### config.mk
export PLATFORM = sky130hd
export DESIGN_NAME = i2cmem_slave
export DESIGN_NICKNAME = d
export VERILOG_FILES = /design/src/rtl/i2cmem_pkg.sv /design/src/rtl/i2cmem_sync.sv /design/src/rtl/i2cmem_wtimer.sv /design/src/rtl/i2cmem_array.sv /design/src/rtl/i2cmem_core.sv /design/src/rtl/i2cmem_slave.sv
export SDC_FILE = /design/constraint.sdc
export NUM_CORES = 2
export LEC_CHECK = 0
export BUFFER_PORTS_ARGS = -buffer_cell sky130_fd_sc_hd__buf_4
export CAP_MARGIN = 20
export CORE_AREA = 2 2 281 339
export CTS_CLUSTER_DIAMETER = 100
export DETAILED_ROUTE_END_ITERATION = 7
export DIE_AREA = 0 0 283 341
export PLACE_DENSITY_LB_ADDON = 0.15
export SYNTH_ARGS = -nofsm -noshare
export SYNTH_HDL_FRONTEND = slang
export SYNTH_SLANG_ARGS = --single-unit
### constraint.sdc
create_clock -name clk -period 2.5 [get_ports clk]
set_clock_uncertainty 0.05 [all_clocks]
set_input_delay 0.375 -clock clk [delete_from_list [all_inputs] [get_ports clk]]
set_output_delay 0.375 -clock clk [all_outputs]
set_load 0.02 [all_outputs]
### src/rtl/i2cmem_pkg.sv
// Shared types for the I2C memory slave.
// Assumes: one state encoding for the byte engine in i2cmem_core.
package i2cmem_pkg;

    // Byte-engine phases of a bus command
    typedef enum logic [2:0] {
        ST_IDLE,
        ST_DEV,
        ST_WADDR,
        ST_WDATA,
        ST_RDATA,
        ST_WAIT
    } i2cmem_state_e;

    // Fixed upper nibble of the select byte
    localparam logic [3:0] DEV_CODE = 4'b1010;

endpackage

### src/rtl/i2cmem_sync.sv
// Synchronises SCL/SDA into the clock domain and derives edge and
// start/stop pulses. Assumes SCL high/low phases last several clocks.
module i2cmem_sync #(
    parameter int STAGES = 2
) (
    input  logic clk,
    input  logic rst_n,
    input  logic scl_i,
    input  logic sda_i,
    output logic scl_rise,
    output logic scl_fall,
    output logic sda_s,
    output logic start_ev,
    output logic stop_ev
);
    logic [STAGES-1:0] scl_sh, sda_sh;
    logic              scl_p, sda_p;
    logic              scl_s;

    // Metastability chains plus one-cycle history; bus idles high
    always_ff @(posedge clk) begin
        if (!rst_n) begin
            scl_sh <= '1;
            sda_sh <= '1;
            scl_p  <= 1'b1;
            sda_p  <= 1'b1;
        end else begin
            scl_sh <= {scl_sh[STAGES-2:0], scl_i};
            sda_sh <= {sda_sh[STAGES-2:0], sda_i};
            scl_p  <= scl_sh[STAGES-1];
            sda_p  <= sda_sh[STAGES-1];
        end
    end

    // Edge and condition decode on the synchronised lines
    always_comb begin
        scl_s    = scl_sh[STAGES-1];
        sda_s    = sda_sh[STAGES-1];
        scl_rise = scl_s & ~scl_p;
        scl_fall = ~scl_s & scl_p;
        start_ev = scl_s & scl_p & sda_p & ~sda_s;
        stop_ev  = scl_s & scl_p & ~sda_p & sda_s;
    end
endmodule

### src/rtl/i2cmem_wtimer.sv
// Busy window after a commit. Assumes commit never arrives while busy.
module i2cmem_wtimer #(
    parameter int WRITE_CYCLES = 2000
) (
    input  logic clk,
    input  logic rst_n,
    input  logic commit,
    output logic busy
);
    localparam int CW = $clog2(WRITE_CYCLES + 1);
    logic [CW-1:0] cnt_q;

    // Load on commit, count down to zero
    always_ff @(posedge clk) begin
        if (!rst_n)              cnt_q <= '0;
        else if (commit)         cnt_q <= CW'(WRITE_CYCLES);
        else if (cnt_q != '0)    cnt_q <= cnt_q - 1'b1;
    end

    assign busy = (cnt_q != '0);
endmodule

### src/rtl/i2cmem_array.sv
// Register model of the memory array with a page-wide commit port.
// Assumes MEM_BYTES is a power of two and a multiple of PAGE_BYTES.
module i2cmem_array #(
    parameter int MEM_BYTES  = 128,
    parameter int PAGE_BYTES = 16,
    localparam int AW = $clog2(MEM_BYTES),
    localparam int PW = $clog2(PAGE_BYTES)
) (
    input  logic                    clk,
    input  logic                    rst_n,
    input  logic                    commit,
    input  logic [AW-1:0]           commit_base,
    input  logic [PAGE_BYTES*8-1:0] page_data,
    input  logic [PAGE_BYTES-1:0]   page_mask,
    input  logic [AW-1:0]           rd_addr,
    output logic [7:0]              rd_data
);
    logic [7:0] mem_q [MEM_BYTES];

    // Clear on reset; write all marked page bytes on commit
    always_ff @(posedge clk) begin
        if (!rst_n) begin
            for (int i = 0; i < MEM_BYTES; i++) mem_q[i] <= 8'h00;
        end else if (commit) begin
            for (int i = 0; i < PAGE_BYTES; i++) begin
                if (page_mask[i])
                    mem_q[{commit_base[AW-1:PW], i[PW-1:0]}] <= page_data[i*8 +: 8];
            end
        end
    end

    assign rd_data = mem_q[rd_addr];
endmodule

### src/rtl/i2cmem_core.sv
// Byte engine: select decode, pointer, page buffer, ack and read shifting.
// Assumes single-cycle event pulses from i2cmem_sync; start/stop win
// over clock edges in the same cycle.
module i2cmem_core
    import i2cmem_pkg::*;
#(
    parameter int MEM_BYTES  = 128,
    parameter int PAGE_BYTES = 16,
    localparam int AW      = $clog2(MEM_BYTES),
    localparam int PW      = $clog2(PAGE_BYTES),
    localparam int HI_BITS = (AW > 8) ? AW - 8 : 0
) (
    input  logic                    clk,
    input  logic                    rst_n,
    input  logic                    scl_rise,
    input  logic                    scl_fall,
    input  logic                    sda_s,
    input  logic                    start_ev,
    input  logic                    stop_ev,
    input  logic [2:0]              strap,
    input  logic                    wp,
    input  logic                    busy,
    input  logic [7:0]              rd_data,
    output logic                    sda_oe,
    output logic [AW-1:0]           ptr,
    output logic                    commit,
    output logic [AW-1:0]           commit_base,
    output logic [PAGE_BYTES*8-1:0] page_data,
    output logic [PAGE_BYTES-1:0]   page_mask
);
    localparam logic [2:0] CMP_MASK = 3'b111 << HI_BITS;

    i2cmem_state_e   state_q;
    logic [3:0]      bitcnt_q;
    logic            in_ack_q, rnw_q, mack_q, oe_q, commit_q;
    logic [7:0]      shreg_q;
    logic [2:0]      sel_q;
    logic [AW-1:0]   ptr_q, base_q;
    logic [7:0]      pbuf_q [PAGE_BYTES];
    logic [PAGE_BYTES-1:0] pvalid_q;
    logic            sel_match;
    logic [10:0]     waddr_full;

    // Select compare and full word address from select bits plus word byte
    always_comb begin
        sel_match  = (shreg_q[7:4] == DEV_CODE) &&
                     (((shreg_q[3:1] ^ strap) & CMP_MASK) == 3'b000);
        waddr_full = {sel_q, shreg_q};
    end

    // Bus command sequencing
    always_ff @(posedge clk) begin
        commit_q <= 1'b0;
        if (!rst_n) begin
            state_q  <= ST_IDLE;
            bitcnt_q <= '0;
            in_ack_q <= 1'b0;
            rnw_q    <= 1'b0;
            mack_q   <= 1'b0;
            oe_q     <= 1'b0;
            shreg_q  <= '0;
            sel_q    <= '0;
            ptr_q    <= '0;
            base_q   <= '0;
            pvalid_q <= '0;
        end else if (start_ev) begin
            state_q  <= ST_DEV;
            bitcnt_q <= '0;
            in_ack_q <= 1'b0;
            oe_q     <= 1'b0;
        end else if (stop_ev) begin
            if (state_q == ST_WDATA && (|pvalid_q) && !wp) commit_q <= 1'b1;
            base_q   <= ptr_q;
            state_q  <= ST_IDLE;
            in_ack_q <= 1'b0;
            oe_q     <= 1'b0;
        end else if (scl_rise) begin
            if (state_q inside {ST_DEV, ST_WADDR, ST_WDATA} && !in_ack_q && bitcnt_q != 4'd8) begin
                shreg_q  <= {shreg_q[6:0], sda_s};
                bitcnt_q <= bitcnt_q + 1'b1;
            end else if (state_q == ST_RDATA && !in_ack_q && bitcnt_q != 4'd8) begin
                bitcnt_q <= bitcnt_q + 1'b1;
            end else if (state_q == ST_RDATA && in_ack_q) begin
                mack_q <= !sda_s;
            end
        end else if (scl_fall) begin
            if (state_q inside {ST_DEV, ST_WADDR, ST_WDATA}) begin
                if (in_ack_q) begin
                    in_ack_q <= 1'b0;
                    bitcnt_q <= '0;
                    oe_q     <= 1'b0;
                    if (state_q == ST_DEV && rnw_q) begin
                        state_q <= ST_RDATA;
                        shreg_q <= rd_data;
                        oe_q    <= ~rd_data[7];
                    end else if (state_q == ST_DEV) begin
                        state_q <= ST_WADDR;
                    end else if (state_q == ST_WADDR) begin
                        state_q <= ST_WDATA;
                    end
                end else if (bitcnt_q == 4'd8) begin
                    in_ack_q <= 1'b1;
                    oe_q     <= 1'b1;
                    if (state_q == ST_DEV) begin
                        if (sel_match && !busy) begin
                            rnw_q <= shreg_q[0];
                            sel_q <= shreg_q[3:1];
                        end else begin
                            state_q  <= ST_WAIT;
                            in_ack_q <= 1'b0;
                            oe_q     <= 1'b0;
                        end
                    end else if (state_q == ST_WADDR) begin
                        ptr_q    <= waddr_full[AW-1:0];
                        pvalid_q <= '0;
                    end else begin
                        pbuf_q[ptr_q[PW-1:0]]   <= shreg_q;
                        pvalid_q[ptr_q[PW-1:0]] <= 1'b1;
                        ptr_q[PW-1:0]           <= ptr_q[PW-1:0] + 1'b1;
                    end
                end
            end else if (state_q == ST_RDATA) begin
                if (in_ack_q) begin
                    in_ack_q <= 1'b0;
                    bitcnt_q <= '0;
                    if (mack_q) begin
                        shreg_q <= rd_data;
                        oe_q    <= ~rd_data[7];
                    end else begin
                        state_q <= ST_WAIT;
                        oe_q    <= 1'b0;
                    end
                end else if (bitcnt_q == 4'd8) begin
                    in_ack_q <= 1'b1;
                    oe_q     <= 1'b0;
                    ptr_q    <= ptr_q + 1'b1;
                end else if (bitcnt_q != 4'd0) begin
                    shreg_q <= {shreg_q[6:0], 1'b0};
                    oe_q    <= ~shreg_q[6];
                end
            end
        end
    end

    // Flatten the page buffer for the array commit port
    always_comb begin
        for (int i = 0; i < PAGE_BYTES; i++) page_data[i*8 +: 8] = pbuf_q[i];
    end

    assign page_mask   = pvalid_q;
    assign sda_oe      = oe_q;
    assign ptr         = ptr_q;
    assign commit      = commit_q;
    assign commit_base = base_q;
endmodule

### src/rtl/i2cmem_slave.sv
// Top of the I2C memory slave: sync front end, byte engine, array and
// busy timer. Assumes clk runs at least 16 times faster than SCL.
module i2cmem_slave #(
    parameter int MEM_BYTES    = 128,
    parameter int PAGE_BYTES   = 16,
    parameter int WRITE_CYCLES = 2000,
    parameter int SYNC_STAGES  = 2
) (
    input  logic       clk,
    input  logic       rst_n,
    input  logic       scl_i,
    input  logic       sda_i,
    output logic       sda_oe,
    input  logic [2:0] strap,
    input  logic       wp
);
    localparam int AW = $clog2(MEM_BYTES);

    logic scl_rise, scl_fall, sda_s, start_ev, stop_ev;
    logic busy, commit;
    logic [AW-1:0] ptr, commit_base;
    logic [PAGE_BYTES*8-1:0] page_data;
    logic [PAGE_BYTES-1:0]   page_mask;
    logic [7:0] rd_data;

    i2cmem_sync #(.STAGES(SYNC_STAGES)) u_sync (
        .clk(clk), .rst_n(rst_n), .scl_i(scl_i), .sda_i(sda_i),
        .scl_rise(scl_rise), .scl_fall(scl_fall), .sda_s(sda_s),
        .start_ev(start_ev), .stop_ev(stop_ev)
    );

    i2cmem_core #(.MEM_BYTES(MEM_BYTES), .PAGE_BYTES(PAGE_BYTES)) u_core (
        .clk(clk), .rst_n(rst_n), .scl_rise(scl_rise), .scl_fall(scl_fall),
        .sda_s(sda_s), .start_ev(start_ev), .stop_ev(stop_ev),
        .strap(strap), .wp(wp), .busy(busy), .rd_data(rd_data),
        .sda_oe(sda_oe), .ptr(ptr), .commit(commit),
        .commit_base(commit_base), .page_data(page_data), .page_mask(page_mask)
    );

    i2cmem_array #(.MEM_BYTES(MEM_BYTES), .PAGE_BYTES(PAGE_BYTES)) u_array (
        .clk(clk), .rst_n(rst_n), .commit(commit), .commit_base(commit_base),
        .page_data(page_data), .page_mask(page_mask),
        .rd_addr(ptr), .rd_data(rd_data)
    );

    i2cmem_wtimer #(.WRITE_CYCLES(WRITE_CYCLES)) u_timer (
        .clk(clk), .rst_n(rst_n), .commit(commit), .busy(busy)
    );
endmodule

---- Word-level counts from Yosys, hierarchy flattened ----
Memories as Yosys holds them, arrays and structs flattened.
Cells that the tools add are included.
storage, ports and cells
  register bits after elaboration ......... 67
  RAM bits ................................ 1152
  output and inout port bits .............. 1
  logic and storage cells ................. 330
  memories kept ........................... 2
operators by class
  add/subtract/negate cells ............... 4
  $lt $le $gt $ge ......................... 2
  equal/unequal tests ..................... 26
  mux-type cells .......................... 189
  bitwise logic cells ..................... 23
  reductions and logical operators ........ 65
memory list
  memory         words  bits a word  read ports  clocked after Yosys merged registers in  write ports  RTL line            text
  u_array.mem_q  128    8            1           0                                        128          i2cmem_array.sv:18  logic [7:0] mem_q [MEM_BYTES];
  u_core.pbuf_q  16     8            16          0                                        1            i2cmem_core.sv:39   logic [7:0] pbuf_q [PAGE_BYTES];
operator list
  operator                                             count
  2-to-1 mux 8 bit                                     27
  2-to-1 mux 7 bit                                     23
  OR reduction 8 bit                                   16
  2-to-1 mux 1 bit                                     115
  2-to-1 mux 3 bit                                     12
  AND reduction 9 bit                                  4
  2-to-1 mux 4 bit                                     8
  2-to-1 mux 11 bit                                    2
  AND reduction 10 bit                                 2
  nonzero test 4 bit                                   5
  2-to-1 mux 16 bit                                    1
  OR 16 bit                                            1
  OR reduction 16 bit                                  1
  inverter 1 bit                                       14
  != test 4 bit (second input constant)                3
  nonzero test 2 bit                                   6
  nonzero test 3 bit                                   4
  logical AND 1 bit                                    11
  nonzero test 11 bit                                  1
  subtractor 11 x 1 -> 11 bit (second input constant)  1
  != test 3 x 2 -> 1 bit (second input constant)       3
  adder 4 x 1 -> 4 bit (second input constant)         2
  equality test 4 bit (second input constant)          2
  != test 2 bit (second input constant)                4
  25 further kinds                                     41

---- Depth between registers and ports, before layout ----
  depth after elaboration ................. 13
  mapped depth ............................ 13
  mapped depth without buffers ............ 10

---- By module ----
From an unflattened synthesis, not the netlist that was laid out.
unflattened totals
  cells, all modules ...................... 3387
  area total of the unflattened synthesis .. 54270.8 µm²
by module, submodules not included
  module         times used  cells an instance  area an instance (µm²)  seq. area each (µm²)
  i2cmem_array   1           2809               46621.0                 30749.5
  i2cmem_core    1           489                6804.0                  4844.6
  i2cmem_wtimer  1           73                 655.6                   220.2
  i2cmem_sync    1           16                 190.2                   120.1

---- Least setup slack after synthesis ----
OpenSTA, ideal clock, no wires.
  kind .................................... reg-to-reg
  start point ............................. register u_core.ptr_q[0] (netlist: u_core.ptr[0])
  end point ............................... register u_core.shreg_q[6]
  setup time .............................. 129 ps
  arrival ................................. 2578 ps
  data required time ...................... 2321 ps
  path slack .............................. -257 ps
  cell stages (with the launch flop) ...... 9
  clock period less this slack ............ 2757 ps
  cell sequence ........................... dfxtp_1 > buf_2 > buf_6 > buf_2 > mux4_2 > mux4_2 > mux4_2 > o22ai_1 > o32ai_1
between the ends
  cells in the longest elaborated chain, start to end .. 7
  elaborated cells on any way between the ends .. 9
ends and longest elaborated chain
  what                               RTL line            text
  from (decl)                        i2cmem_core.sv:38   logic [AW-1:0] ptr_q, base_q;
  from (signal assigned)             i2cmem_core.sv:114  ptr_q <= waddr_full[AW-1:0];
  from (signal, indexed assignment)  i2cmem_core.sv:119  ptr_q[PW-1:0] <= ptr_q[PW-1:0] + 1'b1;
  from (signal assigned)             i2cmem_core.sv:136  ptr_q <= ptr_q + 1'b1;
  memory read (128 x 8 bit) (*)      --
  2-to-1 mux 8 bit                   i2cmem_core.sv:126  if (mack_q) begin
  2-to-1 mux 8 bit                   i2cmem_core.sv:123  if (in_ack_q) begin
  2-to-1 mux 8 bit                   i2cmem_core.sv:122  end else if (state_q == ST_RDATA) begin
  2-to-1 mux 8 bit (*)               i2cmem_core.sv:87   if (state_q inside {ST_DEV, ST_WADDR, ST_WDATA}) begin
  2-to-1 mux 8 bit (*)               i2cmem_core.sv:86   end else if (scl_fall) begin
  2-to-1 mux 8 bit (*)               i2cmem_core.sv:77   end else if (scl_rise) begin
  to (signal assigned)               i2cmem_core.sv:79   shreg_q <= {shreg_q[6:0], sda_s};
  to (signal assigned)               i2cmem_core.sv:94   shreg_q <= rd_data;
  to (signal assigned)               i2cmem_core.sv:127  shreg_q <= rd_data;
  to (decl)                          i2cmem_core.sv:36   logic [7:0] shreg_q;
Mark *: on every way between the ends. The rest lies on a longest branch, timed or not. The select of a mux whose other input is x is not followed.
A chain may end at the register's enable or synchronous reset.

---- Worst setup path in the final report ----
  start point ............................. register u_core.ptr_q[0] (netlist: u_core.ptr[0])
  end point ............................... register u_core.shreg_q[5]
Same word-level chain as after synthesis.

==> summary.md <==
| Metric | Value |
|---|---|
| Worst setup EP type | flip-flop |
| Vias in the first global route | 32600 |
| Gpl congestion | roughly 1.1 |
| Clock share of power | around two fifths |
| Syn nets | 3404 |
| Initial antenna violation count | 38 |
| Post-synth EDFFs | 1152 |
| Period utilization | 123% |
| Most frequent cells in the layout | edfxtp_1 (1152), and2_1 (1035), mux4_2 (321) |
| Synth top area cells | edfxtp_1 (64%), mux4_2 (13%), and2_1 (12%), dfxtp_1 (2.3%), nor2_1 (1.3%) |
| TritonCTS clock tree | yes |
| Yosys cell types | 56 |
| Net switching power | 9.56 mW |
| Port Buffers | 8 |
| RSZ-0062 raised after global routing | yes |
| Initial Utilization | 57.7% |
| Instance area at placement | 57900 um2 |
| Max Fclk | ~0.33 GHz |
| First-pass DRT Iterations | 6 |
| Endpoints failing setup | 9 |
| Wire length of the first global-routing pass | between 200000 and 300000 um |
| Total grt overflow | 0 |
| Gate power share | approximately 4.4% |
| Clk buf depth | 3 |
| Cells after Synth | between 3000 and 4000 |
| Ys async rst share | 0% |
| Leak | ~21 nW |
| Tot Pwr | ~44 mW |
| Pre-CTS WS | -0.754 ns |
| Clk_lat worst skew | 0.72 ns |
| R2R cell count | 9 |
| Reg-to-reg startpoint | u_core.ptr[0]$_SDFFE_PN0P_ |
| Relative slew slack | 28.1% |
| End of the critical path | u_core.shreg_q[5]$_SDFFE_PN0P_ |
| Clock tree sinks | 1215 |
| Register area share after synthesis | between 60% and 70% |
| FILL cells | 6339 |
| Proportion of layout cells with a drive suffix above 1 | 24.2% |
| 1st-iter DRT viols | approximately 5700 |
| H-tree Lvls | 3 |
| Arr. time, crit path | 3.62 ns |
| Synth-to-Final Area Change | 16.6% |
| Failing checks | negative setup slack |
| Slew @ Worst Pin | roughly 1.1 ns |
| Synth Flop Type | edfxtp_1 |
| Seq cells post-synth | 1215 |
| Post-DP HPWL | roughly 140000 um |
| Kind of critical path | flip-flop to flip-flop |
| Synth top area share | approximately 64% |
| Die height | 341 um |
| Register area | 35900 um2 |
| DR WL/cell | approximately 38 um |
| Die area | about 97000 um2 |
| Sequential power share | between 50% and 60% |
| FF-to-FF setup slack | -0.56 ns |
| Syn Area/Cell | approximately 16 um2 |
| Nets@finish | 3757 |
| Die X | 283 um |
| Total CTS buffers | approximately 120 |
| Startpoint Class | flip-flop |
| Maxcap violations | 0 |
| Root Driver | clkbuf_16 |
| Pwr Density | around 700 nW/um2 |
| Worst-path fanout max | 7 |
| Internal | between 30 and 40 mW |
| Slew Viols, Final | 0 |
| Sw frac | between 20% and 30% |
| Vias per cell | between 6 and 7 |
| Via count | ~34000 |
| Wirelength, routed | 196000 um |
| Io pins | 9 |
| Synth area leader | edfxtp_1 |
| Crit. Startpoint | u_core.ptr[0]$_SDFFE_PN0P_ |
| Largest net degree at the start of global routing | 79 |
| Clk slew on worst S/H paths | 0.06 ns |
| Outcome | complete, but fails checks |
| R2r endpoint | u_core.shreg_q[5]$_SDFFE_PN0P_ |
| Total core area | 93100 um2 |
| Most common cell after layout, fill and taps aside | edfxtp_1 |
| Req. time, crit path | ~3.1 ns |
| Max IR drop VDD | between 0.0006 and 0.0007 V |
| Drc violations | 0 |
| Tot GR Track Use | around two fifths |
| Post-layout min period | between 3 and 4 ns |
| Synth Warn # | 0 |
| Final worst slack | -0.565 ns |
| Synthesized cell area | between 50000 and 60000 um2 |
| Final hold vios | 0 |
| Non-Filler Cell Area, Final | 62700 um2 |
| Area of the multi-input gates | 17300 um2 |
| Worst Hold Class | primary input to flip-flop |
| Row count | between 100 and 150 |
| Detail Route Antenna Nets | 0 |
## power by group through the flow
| stage | combinational, mW | sequential, mW | clock, mW |
|---|---|---|---|
| 6_report | 1.91 | 23.6 | 18.0 |
| 5_1_grt | 1.98 | 23.6 | 18.8 |
| 4_1_cts | 1.86 | 23.6 | 18.0 |
| 3_5_place_dp | 1.80 | 24.0 | 0 |
| 3_3_place_gp | 1.74 | 24.0 | 0 |
| 2_1_floorplan | 0.984 | 23.7 | 0 |
## metrics by stage
stage	utilization [%]	cells	hold WS [ns]	TNS [ns]
floorplan	-	3386	0.336	-0.563
global placement	62.2	4823	0.355	-6.78
detailed placement	62.2	4823	0.349	-8.53
CTS	67.0	5073	0.109	-3.95
global route	67.3	5091	0.151	-4.77
finish	67.3	5099	0.144	-4.45
## synth_stat cells (11+ instances only)
library cell	instances
a21oi_1	35
nor2b_1	15
buf_2	39
nand2b_1	11
nand3_1	11
mux2i_1	19
edfxtp_1	1152
and3_1	12
dfxtp_1	63
buf_1	19
and2_1	1035
o21ai_0	140
inv_1	18
nor2_1	187
mux4_2	321
nand2_1	63
clkbuf_1	95
nand4_1	13
## sequential cells by signal (all words and copies together) (netlist names)
register and cells:
u_array.mem_q 1024, u_core.pbuf_q 128, u_core.page_mask 16, u_timer.cnt_q 11
u_core.shreg_q 8, u_core.ptr 7, u_core.bitcnt_q 4, u_core.commit_base 3
u_core.state_q 3, u_sync.scl_sh 2, u_sync.sda_sh 2, u_core.commit 1
u_core.in_ack_q 1, u_core.mack_q 1, u_core.rnw_q 1, u_core.sda_oe 1
u_sync.scl_p 1, u_sync.sda_p 1
## how the worst min path moves through the flow
| stage | from | end | cells past startpoint |
|---|---|---|---|
| floorplan | u_sync.scl_sh[0]$_SDFF_PN1_ | u_sync.scl_sh[1]$_SDFF_PN1_ | 1 |
| global placement | u_sync.sda_sh[0]$_SDFF_PN1_ | u_sync.sda_sh[1]$_SDFF_PN1_ | 1 |
| detailed placement | u_sync.sda_sh[0]$_SDFF_PN1_ | u_sync.sda_sh[1]$_SDFF_PN1_ | 1 |
| CTS | rst_n | u_sync.scl_p$_SDFF_PN1_ | 3 |
| global route | rst_n | u_sync.sda_p$_SDFF_PN1_ | 3 |
| finish | rst_n | u_sync.scl_p$_SDFF_PN1_ | 3 |
## worst max-delay path, stage by stage, from the launching register on
cell	delay, ns
dfxtp_4	0.37
buf_12	0.19
buf_16	0.18
buf_4	0.13
buf_4	0.12
mux4_2	0.58
mux4_2	0.51
mux4_2	0.48
o22ai_1	0.19
o32ai_1	0.12
## per-layer routing
metal / GRT usage, % / vias up / share of wire, %
met5: 0 / - / 0.064
met4: 27.7 / 20 / 8.3
met3: 9.44 / 598 / 13
met2: 63.7 / 2902 / 46
met1: 52.2 / 17400 / 33
li1: - / 13500 / -
## cell type report
class / count / share of cell area [%]
Clock buffer: 142 / 4.94
Sequential cell: 1215 / 57.2
Timing Repair Buffer: 394 / 6.34
Antenna cell: 9 / 0.0359
Clock inverter: 79 / 1.20
Tap cell: 1250 / 2.50
Inverter: 19 / 0.114
Multi-Input combinational cell: 1991 / 27.6
## logic make-up (layout without fill, tap and decap cells)
group / after synthesis / in the layout / synth area share, %
muxes: 343 / 343 / 13.9
other: 0 / 9 / 0
AOI/OAI and AO/OA: 228 / 228 / 2.40
buffers and inverters: 180 / 634 / 1.44
xor gates and xnor gates: 12 / 12 / 0.196
adders and majority gates: 10 / 10 / 0.233
and+or+nand+nor: 1398 / 1398 / 15.2
DFF: 1215 / 1215 / 66.7
## repair_timing
item | in CTS | in global routing
pin swaps | 9 | 9
hold endpoints to repair | 3 | 0
gates resized for setup | 53 | 21
setup endpoints to repair | 63 | 64
cloned | 6 | 0
buffers inserted | 20 | 14
hold buffers | 3 | 0
Note: power is estimated with default switching activity, not from simulation.
